### src/rtl/prt_pkg.sv
package prt_pkg;

    // Sweep controller states
    typedef enum logic {
        PRT_SWEEP = 1'b0,
        PRT_SERVE = 1'b1
    } prt_state_e;

endpackage

### src/rtl/prt_sweep_ctrl.sv
module prt_sweep_ctrl
    import prt_pkg::*;
#(
    parameter int SETS = 4
) (
    input  logic                    clk,
    input  logic                    rst_n,
    output logic                    clr_en,
    output logic [$clog2(SETS)-1:0] clr_set,
    output logic                    ready
);
    localparam int IDX_W = $clog2(SETS);
    localparam logic [IDX_W-1:0] LAST_SET = IDX_W'(SETS - 1);

    prt_state_e       st_q;
    logic [IDX_W-1:0] cnt_q;

    // State register and sweep counter
    always_ff @(posedge clk or negedge rst_n) begin
        if (!rst_n) begin
            st_q  <= PRT_SWEEP;
            cnt_q <= '0;
        end else begin
            unique case (st_q)
                PRT_SWEEP: begin
                    cnt_q <= cnt_q + 1'b1;
                    if (cnt_q == LAST_SET) st_q <= PRT_SERVE;
                end
                PRT_SERVE: st_q <= PRT_SERVE;
                default:   st_q <= PRT_SWEEP;
            endcase
        end
    end

    // Outputs decoded from state
    always_comb begin
        clr_en  = 1'b0;
        ready   = 1'b0;
        clr_set = cnt_q;
        unique case (st_q)
            PRT_SWEEP: clr_en = 1'b1;
            PRT_SERVE: ready  = 1'b1;
            default:   clr_en = 1'b0;
        endcase
    end

endmodule

### src/rtl/prt_way_match.sv
module prt_way_match #(
    parameter int WAYS  = 4,
    parameter int TAG_W = 18
) (
    input  logic [WAYS-1:0]            vld,
    input  logic [WAYS-1:0][TAG_W-1:0] field_a,
    input  logic [WAYS-1:0][TAG_W-1:0] field_b,
    input  logic [TAG_W-1:0]           tag_a,
    input  logic [TAG_W-1:0]           tag_b,
    output logic [WAYS-1:0]            hit_a,
    output logic [WAYS-1:0]            hit_b
);
    for (genvar w = 0; w < WAYS; w++) begin : g_way
        assign hit_a[w] = vld[w] && (field_a[w] == tag_a);
        assign hit_b[w] = vld[w] && (field_b[w] == tag_b);
    end
endmodule

### src/rtl/prt_lru_age.sv
module prt_lru_age #(
    parameter int SETS = 4,
    parameter int WAYS = 4
) (
    input  logic                    clk,
    input  logic                    init_en,
    input  logic [$clog2(SETS)-1:0] init_set,
    input  logic                    ua_en,
    input  logic [$clog2(SETS)-1:0] ua_set,
    input  logic [$clog2(WAYS)-1:0] ua_way,
    input  logic                    ub_en,
    input  logic [$clog2(SETS)-1:0] ub_set,
    input  logic [$clog2(WAYS)-1:0] ub_way,
    input  logic [$clog2(SETS)-1:0] vic_set,
    output logic [$clog2(WAYS)-1:0] vic_way
);
    localparam int WAY_W = $clog2(WAYS);
    localparam logic [WAY_W-1:0] OLDEST = WAY_W'(WAYS - 1);

    typedef logic [WAYS-1:0][WAY_W-1:0] age_row_t;

    // Ages form a permutation per set: 0 newest, WAYS-1 oldest
    age_row_t age_q [SETS];

    function automatic age_row_t bump(input age_row_t row, input logic [WAY_W-1:0] way);
        age_row_t nxt;
        for (int w = 0; w < WAYS; w++) begin
            if (WAY_W'(w) == way)      nxt[w] = '0;
            else if (row[w] < row[way]) nxt[w] = row[w] + 1'b1;
            else                        nxt[w] = row[w];
        end
        return nxt;
    endfunction

    always_ff @(posedge clk) begin
        if (init_en) begin
            for (int w = 0; w < WAYS; w++) age_q[init_set][w] <= WAY_W'(w);
        end else begin
            if (ua_en) age_q[ua_set] <= bump(age_q[ua_set], ua_way);
            if (ub_en && !(ua_en && (ua_set == ub_set)))
                age_q[ub_set] <= bump(age_q[ub_set], ub_way);
        end
    end

    always_comb begin
        vic_way = '0;
        for (int w = 0; w < WAYS; w++)
            if (age_q[vic_set][w] == OLDEST) vic_way = WAY_W'(w);
    end

endmodule

### src/rtl/prt_remap_cache.sv
module prt_remap_cache #(
    parameter int PPN_W = 20,
    parameter int SETS  = 4,
    parameter int WAYS  = 4
) (
    input  logic             clk,
    input  logic             rst_n,
    input  logic             lk_valid,
    input  logic [PPN_W-1:0] lk_ppn,
    input  logic             ins_valid,
    input  logic [PPN_W-1:0] ins_nvm_ppn,
    input  logic [PPN_W-1:0] ins_dram_ppn,
    output logic             table_ready,
    output logic             res_valid,
    output logic             res_hit,
    output logic             res_to_dram,
    output logic [PPN_W-1:0] res_ppn
);
    localparam int IDX_W = $clog2(SETS);
    localparam int TAG_W = PPN_W - IDX_W;
    localparam int WAY_W = $clog2(WAYS);

    typedef logic [WAYS-1:0][TAG_W-1:0] tag_row_t;

    // Pair storage: swept clear, no reset on the arrays
    tag_row_t        nvm_tag_q  [SETS];
    tag_row_t        dram_tag_q [SETS];
    logic [WAYS-1:0] vld_q      [SETS];

    function automatic logic [WAY_W-1:0] low_idx(input logic [WAYS-1:0] v);
        logic [WAY_W-1:0] r;
        r = '0;
        for (int w = WAYS - 1; w >= 0; w--) if (v[w]) r = WAY_W'(w);
        return r;
    endfunction

    // ---------------- sweep controller ----------------
    logic             clr_en;
    logic [IDX_W-1:0] clr_set;

    prt_sweep_ctrl #(.SETS(SETS)) u_ctrl (
        .clk     (clk),
        .rst_n   (rst_n),
        .clr_en  (clr_en),
        .clr_set (clr_set),
        .ready   (table_ready)
    );

    // ---------------- lookup path ----------------
    logic [IDX_W-1:0] lk_idx;
    logic [TAG_W-1:0] lk_tag;
    logic [WAYS-1:0]  lk_hn, lk_hd;
    logic             lk_hit, lk_dir;
    logic [PPN_W-1:0] lk_out;
    logic [WAY_W-1:0] lk_way;

    assign lk_idx = lk_ppn[IDX_W-1:0];
    assign lk_tag = lk_ppn[PPN_W-1:IDX_W];

    prt_way_match #(.WAYS(WAYS), .TAG_W(TAG_W)) u_lk_match (
        .vld     (vld_q[lk_idx]),
        .field_a (nvm_tag_q[lk_idx]),
        .field_b (dram_tag_q[lk_idx]),
        .tag_a   (lk_tag),
        .tag_b   (lk_tag),
        .hit_a   (lk_hn),
        .hit_b   (lk_hd)
    );

    always_comb begin
        lk_hit = 1'b0;
        lk_dir = 1'b0;
        lk_out = lk_ppn;
        lk_way = low_idx(lk_hn);
        if (table_ready) begin
            if (|lk_hn) begin
                lk_hit = 1'b1;
                lk_dir = 1'b1;
                lk_out = {dram_tag_q[lk_idx][lk_way], lk_idx};
            end else if (|lk_hd) begin
                lk_way = low_idx(lk_hd);
                lk_hit = 1'b1;
                lk_out = {nvm_tag_q[lk_idx][lk_way], lk_idx};
            end
        end
    end

    always_ff @(posedge clk or negedge rst_n) begin
        if (!rst_n) begin
            res_valid   <= 1'b0;
            res_hit     <= 1'b0;
            res_to_dram <= 1'b0;
            res_ppn     <= '0;
        end else begin
            res_valid   <= lk_valid;
            res_hit     <= lk_valid && lk_hit;
            res_to_dram <= lk_valid && lk_dir;
            res_ppn     <= lk_out;
        end
    end

    // ---------------- install path ----------------
    logic [IDX_W-1:0] ins_idx;
    logic [TAG_W-1:0] ins_ntag, ins_dtag;
    logic             ins_ok;
    logic [WAYS-1:0]  ins_hn, ins_hd, ins_any, tgt_oh, dup_mask;
    logic [WAY_W-1:0] tgt_way, lru_way;

    assign ins_idx  = ins_nvm_ppn[IDX_W-1:0];
    assign ins_ntag = ins_nvm_ppn[PPN_W-1:IDX_W];
    assign ins_dtag = ins_dram_ppn[PPN_W-1:IDX_W];
    assign ins_ok   = ins_valid && table_ready &&
                      (ins_nvm_ppn[IDX_W-1:0] == ins_dram_ppn[IDX_W-1:0]);

    prt_way_match #(.WAYS(WAYS), .TAG_W(TAG_W)) u_ins_match (
        .vld     (vld_q[ins_idx]),
        .field_a (nvm_tag_q[ins_idx]),
        .field_b (dram_tag_q[ins_idx]),
        .tag_a   (ins_ntag),
        .tag_b   (ins_dtag),
        .hit_a   (ins_hn),
        .hit_b   (ins_hd)
    );

    prt_lru_age #(.SETS(SETS), .WAYS(WAYS)) u_lru (
        .clk      (clk),
        .init_en  (clr_en),
        .init_set (clr_set),
        .ua_en    (ins_ok),
        .ua_set   (ins_idx),
        .ua_way   (tgt_way),
        .ub_en    (lk_valid && lk_hit),
        .ub_set   (lk_idx),
        .ub_way   (lk_way),
        .vic_set  (ins_idx),
        .vic_way  (lru_way)
    );

    assign ins_any = ins_hn | ins_hd;

    always_comb begin
        if (|ins_any)                tgt_way = low_idx(ins_any);
        else if (!(&vld_q[ins_idx])) tgt_way = low_idx(~vld_q[ins_idx]);
        else                         tgt_way = lru_way;
    end

    assign tgt_oh   = WAYS'(1) << tgt_way;
    assign dup_mask = ins_any & ~tgt_oh;

    always_ff @(posedge clk) begin
        if (clr_en) begin
            vld_q[clr_set] <= '0;
        end else if (ins_ok) begin
            nvm_tag_q[ins_idx][tgt_way]  <= ins_ntag;
            dram_tag_q[ins_idx][tgt_way] <= ins_dtag;
            vld_q[ins_idx]               <= (vld_q[ins_idx] & ~dup_mask) | tgt_oh;
        end
    end

endmodule

### config.mk
export PLATFORM = sky130hd
export DESIGN_NAME = prt_remap_cache
export DESIGN_NICKNAME = d
export VERILOG_FILES = /design/src/rtl/prt_pkg.sv /design/src/rtl/prt_sweep_ctrl.sv /design/src/rtl/prt_way_match.sv /design/src/rtl/prt_lru_age.sv /design/src/rtl/prt_remap_cache.sv
export SDC_FILE = /design/constraint.sdc
export NUM_CORES = 2
export LEC_CHECK = 0
export BUFFER_PORTS_ARGS = -buffer_cell sky130_fd_sc_hd__buf_4
export CAP_MARGIN = 20
export CORE_MARGIN = 3
export CORE_UTILIZATION = 55
export CTS_BUF_LIST = sky130_fd_sc_hd__clkbuf_2 sky130_fd_sc_hd__clkbuf_4 sky130_fd_sc_hd__clkbuf_8
export DETAILED_ROUTE_END_ITERATION = 8
export GPL_ROUTABILITY_DRIVEN = 0
export GPL_TIMING_DRIVEN = 0
export PLACE_DENSITY = 0.74
export SKIP_LAST_GASP = 1
export SYNTH_ARGS = -nofsm -noshare
export SYNTH_HDL_FRONTEND = slang
export SYNTH_HIERARCHICAL = 1
export SYNTH_SLANG_ARGS = --single-unit
### constraint.sdc
create_clock -name clk -period 6.5 [get_ports clk]
set_input_delay 0.975 -clock clk [delete_from_list [all_inputs] [get_ports clk]]
set_output_delay 0.975 -clock clk [all_outputs]
set_load 0.005 [all_outputs]
# Word level (Yosys, flattened, before mapping)
# Memory sizes are Yosys's and may differ from the RTL's.
# Cells that the tools add are included.
op_classes:
  add_sub_neg: 9
  order_cmp: 13
  eq_ne: 28
  shift: 1
  muxes: 94
  n_bitwise: 8
  n_reduce_logical: 32
op_table:
  columns: ["operator", "n"]
  rows:
  - ["$eq A18 B18 Y1", 16]
  - ["$mux W2", 62]
  - ["$bmux W18 S2", 2]
  - ["$mux W72", 1]
  - ["$mux W20", 3]
  - ["$mux W18", 3]
  - ["$demux W18 S2", 1]
  - ["$logic_and A1 B1 Y1", 23]
  - ["$add A2 B1 Y2 const B", 9]
  - ["$mux W1", 17]
  - ["$lt A2 B2 Y1", 8]
  - ["$reduce_or A4 Y1", 4]
  - ["$lt A2 B3 Y1 const B", 4]
  - ["$not A4 Y4", 3]
  - ["$and A4 B4 Y4", 2]
  - ["$bmux W2 S2", 2]
  - ["$eq A2 B2 Y1 const A", 4]
  - ["$eq A2 B2 Y1 const B", 4]
  - ["$mux W8", 1]
  - ["$or A4 B4 Y4", 2]
  - ["$reduce_or A8 Y1", 1]
  - ["$eq A1 B2 Y1 const A", 2]
  - ["$eq A2 B2 Y1", 2]
  - ["$logic_not A2 Y1", 2]
  - ["7 further kinds", 7]
word_totals:
  regBits: 26
  ramBits: 624
  input_bits: 64
  output_inout_bits: 24
  mem_count: 4
mem_list:
  columns: ["name", "depth", "width", "read_ports", "rd_ports_with_merged_regs", "wr", "line", "rtl"]
  rows:
  - ["dram_tag_q", 4, 72, 2, 0, 1, "prt_remap_cache.sv:27", "tag_row_t dram_tag_q [SETS];"]
  - ["nvm_tag_q", 4, 72, 2, 0, 1, "prt_remap_cache.sv:26", "tag_row_t nvm_tag_q [SETS];"]
  - ["u_lru.age_q", 4, 8, 2, 0, 2, "prt_lru_age.sv:23", "age_row_t age_q [SETS];"]
  - ["vld_q", 4, 4, 2, 0, 1, "prt_remap_cache.sv:28", "logic [WAYS-1:0] vld_q [SETS];"]

# Longest topological paths before layout
# An unclocked memory read counts as a cell.
logic_depth:
  depth_word: 20
  ltp_mapped: 24
  ltp_nobuf: 18

# By module
# The synthesis kept the hierarchy.
by_module_without_submodules:
  columns: ["mod", "n_inst", "cells_each", "area_per_inst_um2", "seq_area_each_um2"]
  rows:
  - ["prt_remap_cache", 1, 1245, 27247.4, 18352.6]
  - ["prt_way_match", 2, 210, 1866.8, 0.0]
  - ["prt_lru_age", 1, 276, 2950.3, 960.9]
  - ["prt_sweep_ctrl", 1, 8, 121.4, 75.1]

# Worst setup path after synthesis
# OpenSTA, ideal clock, no wires.
synth_timing:
  path_type: "input to register"
  startpoint: "input ins_nvm_ppn[0]"
  endpoint: "memory dram_tag_q[3][18] (netlist bit) (enable)"
  t_arrival_ns: 7.699
  t_required_ns: 5.980
  setup_slack_ns: -1.719
  path_stages: 14
  n_path_buf: 4
  cell_sequence: "buf_6 > buf_2 > buf_2 > mux4_2 > xnor2_1 > nand4_1 > or4_1 > nor4_2 > nor2_1 > o31a_1 > o31a_2 > or2_1 > buf_6 > nor4_1"
synth_between:
  elab_chain_len: 14
synth_lines:
  columns: ["element", "line", "rtl"]
  rows:
  - ["from (decl)", "prt_remap_cache.sv:11", "input logic [PPN_W-1:0] ins_nvm_ppn,"]
  - ["$mem_v2 Z4 W72", null, null]
  - ["$eq A18 B18 Y1", "prt_way_match.sv:14", "assign hit_a[w] = vld[w] && (field_a[w] == tag_a);"]
  - ["$logic_and A1 B1 Y1 (*)", "prt_way_match.sv:14", null]
  - ["via ins_hn[3]", "prt_remap_cache.sv:106", "logic [WAYS-1:0] ins_hn, ins_hd, ins_any, tgt_oh, dup_mask;"]
  - ["$or A4 B4 Y4 (*)", "prt_remap_cache.sv:139", "assign ins_any = ins_hn | ins_hd;"]
  - ["$mux W2 (4 in a row)", "prt_remap_cache.sv:33", "for (int w = WAYS - 1; w >= 0; w--) if (v[w]) r = WAY_W'(w);"]
  - ["$mux W2 (*)", "prt_remap_cache.sv:142", "if (|ins_any) tgt_way = low_idx(ins_any);"]
  - ["$lt A2 B3 Y1 (implied by the code) or $ge A2 B1 Y1 (tied branches)", "prt_remap_cache.sv:155", "dram_tag_q[ins_idx][tgt_way] <= ins_dtag;"]
  - ["$logic_and A1 B1 Y1 (implied by the code)", "prt_remap_cache.sv:155", null]
  - ["$mux W18 (implied by the code)", "prt_remap_cache.sv:155", null]
  - ["$demux W18 S2 (*)", "prt_remap_cache.sv:155", null]
  - ["$mux W72 (implied by the code) (*)", "prt_remap_cache.sv:155", null]
  - ["to (decl)", "prt_remap_cache.sv:27", null]
# The timed path passes the listed nets; every way through them passes the cells marked *.

==> impl_metrics.py <==
metrics = {
    "detailed_routing": {
        "dr_total_vias": 22000,
        "drc_errors": 0,
        "drt_iter0_markers": 3417,
        "wl_um": 106800,
        "viasPerCell": 7.127,
        "ant_nets": 0,
        "routed_wire_length_per_instance_um": 34.61,
        "drt_first_pass_iters": 8,
    },
    "yosys": {
        "synth-main-ff-cell": "edfxtp_1",
        "synth_top_area_cell": "edfxtp_1",
        "async_flop_share": 0.04000,
        "ys_warn_count": 6,
        "synth_enable_flop_cells": 624,
        "synth_nets": 2022,
        "synth.most_common_cell": "edfxtp_1",
        "syn_area_sq_mm": 0.03405,
        "syn_inst": 1949,
        "synth_common_cells": "edfxtp_1 (624), mux4_2 (306), xnor2_1 (235)",
        "avgSynthCellArea_sq_um": 17.47,
        "seq_area_frac_synth": 0.5694,
        "ys_ff_latch": 650,
        "synth_top_area_share": 0.5503,
        "ys_types": 80,
        "ys_top_cells_by_area": "edfxtp_1 (55%), mux4_2 (20%), xnor2_1 (6.0%)",
    },
    "placed_design": {
        "placedCellCount": 2874,
        "dp_slack_ps": -2570,
        "placed_area_sq_mm": 0.03658,
        "io_buffers": 87,
        "hpwlAfterDp_um": 78410,
    },
    "cts": {
        "cts_tree": "yes",
        "cts_buffer_depth": 3,
        "cts_buffers": 105,
        "cts_hold_buf": 0,
        "ctsHtreeMaxLevel": 3,
        "clk_latency_ps": 750,
        "path_clk_slew_ps": 60,
        "cts-root-buf": "clkbuf_8",
        "cts_sinks": 650,
    },
    "layout": {
        "fillers": 4173,
        "drive_gt1_frac": 0.3839,
        "multi_input_area_sq_mm": 0.01408,
        "regArea_sq_mm": 0.01939,
        "fin_cells": 3086,
        "fin_area_sq_mm": 0.03928,
        "nets": 2285,
        "area_delta_synth_final_pct": 15.34,
    },
    "worst_setup_path": {
        "r2r_slack_ps": 670,
        "r2r-end": "u_lru/age_q[2][3]",
        "endpoint_kind": "flip-flop",
        "crit_slowest_cell": "or4_4",
        "cp_top_family": "simple AND/OR/NAND/NOR gates",
        "critPathRequiredTime_ps": 7050,
        "r2r_start": "dram_tag_q[3][56]",
        "cp.arrival_ps": 7020,
        "worstPathMaxFanout": 10,
        "startpoint": "ins_nvm_ppn[0]",
        "critPathMaxStageDelay_ps": 570,
        "rr_worst_depth": 20,
        "start_kind": "input port",
        "path_buf_inv": 8,
        "crit_path_cell_trace": "buf_4 > buf_12 > buf_8 > buf_6 > mux4_2 > xnor2_1 > nand4_1 > or4_4 > nor4_4 > nor2_1 > o31a_1 > o311a_1 > or2_1 > buf_6 > inv_2 > buf_12 > mux4_1 > inv_2 > ha_1 > nor2_1 > nand2_1 > xor2_1 > or3_4 > o21ai_0",
        "crit_path_end": "u_lru/age_q[2][3]",
        "crit_cells": 24,
        "critPathKind": "in2reg",
    },
    "power": {
        "peakVddDrop_mv": 0.1756,
        "leakage_nw": 13.10,
        "p_per_area_mw_per_mm2": 238.9,
    },
    "timing": {
        "setup_violations": 0,
        "rsz0062_at_grt": "true",
        "setup_slack_ps": 27.07,
        "finalHoldViolations": 0,
        "period_share": 0.9958,
        "slew_violations": 0,
        "relSlewSlack": 0.2008,
        "fin_setup_tns_ps": 0,
        "fin_skew_ps": 57.96,
        "tightestPinTransition_ps": 1192,
        "whs_ps": 164.1,
        "period_needed_ps": 6473,
        "fmax_mhz": 154.5,
    },
    "run_status": {
        "status": "finished, final reports clean",
    },
    "global_routing": {
        "grt_pass1_vias": 21780,
        "antenna_found_initial": 8,
        "grt_pass1_wl_um": 152900,
        "grt_usage": 0.3354,
        "grt_max_degree": 27,
        "grt-ovfl-total": 0,
    },
    "die": {
        "chipWidth_um": 254.8,
        "die_area_sq_mm": 0.06494,
        "initial_core_util": 0.5600,
        "rows": 90,
        "core_region_area_sq_mm": 0.06081,
        "die_y_um": 254.8,
        "ios": 88,
    },
    "run": {
        "maxCapViolCount": 0,
    },
    "hold_path": {
        "hold_class": "in2async",
    },
}
flip-flops by register name, indices dropped and copies added, names as in the netlist:
name	count
dram_tag_q	288
nvm_tag_q	288
u_lru/age_q	32
res_ppn	20
vld_q	16
u_ctrl/clr_set	2
res_hit	1
res_to_dram	1
res_valid	1
u_ctrl/st_q	1
stage by stage:
step | utilization | power [mW]
after CTS | 0.6419 | 9.348
after global placement | 0.5880 | 5.773
after floorplan | - | 5.386
final | 0.6459 | 9.383
after global routing | 0.6458 | 9.634
after detailed placement | 0.6015 | 5.804
how the worst min path moves through the flow:
stage / from / to / slack, ps
after floorplan: u_ctrl/clr_set[0] / u_ctrl/clr_set[0] / 510
after global placement: u_ctrl/clr_set[0] / u_ctrl/clr_set[0] / 550
after detailed placement: u_ctrl/clr_set[0] / u_ctrl/clr_set[0] / 560
after CTS: rst_n / res_hit / 140
after global routing: rst_n / res_valid / 180
final: rst_n / res_valid / 160
final cells by class:
cell class,instances,share of cell area
clock inverters,48,0.007200
clock buffers,147,0.04673
diodes,4,0.0002549
plain buffers,135,0.02851
inverters,18,0.001720
well taps,782,0.02491
flip-flops and latches,650,0.4937
repair buffers,159,0.03839
multi-input cells,1143,0.3586
where the power goes:
part	total, mW	switching (mW)	internal (mW)
combinational	1.16	0.684	0.475
sequential	4.64	0.0124	4.62
clock	3.59	1.68	1.91
cells by family after synthesis:
family	Yosys count	synth area share
DFF	650	0.5694
muxes	398	0.2341
xor gates and xnor gates	301	0.08050
and+or+nand+nor	298	0.05298
buffers and inverters	156	0.02870
AOI/OAI and AO/OA	137	0.03109
adders and majority gates	9	0.003307
repair_timing:
action | CTS | global route
pin swaps | 5 | 5
setup endpoints to repair | 606 | 32
resized for setup | 115 | 42
hold endpoints to repair | 0 | 0
setup buffers | 4 | 12
per-layer routing:
metal  vias up  wire [um]  global-route usage
met4         4       5622              0.1604
li1       8562          -                   -
met3       343      15040              0.1069
met2      1720      46310              0.4825
met5         -        204                   0
met1     11370      39630              0.4707
cell usage in the layout (no fill, tap or decap), types with 18 or more instances in the layout:
cell type	instances
a21oi_1	21
xor2_1	52
nor2_1	29
xnor2_1	229
clkbuf_8	119
buf_2	24
nand4_1	65
nor4_4	18
mux2i_1	68
clkinv_1	25
clkbuf_4	38
o221a_2	18
nand2_1	65
buf_4	125
buf_8	19
dfrtp_1	26
mux4_2	306
buf_6	78
edfxtp_1	624
No activity file was read; power rests on OpenSTA's default activity.
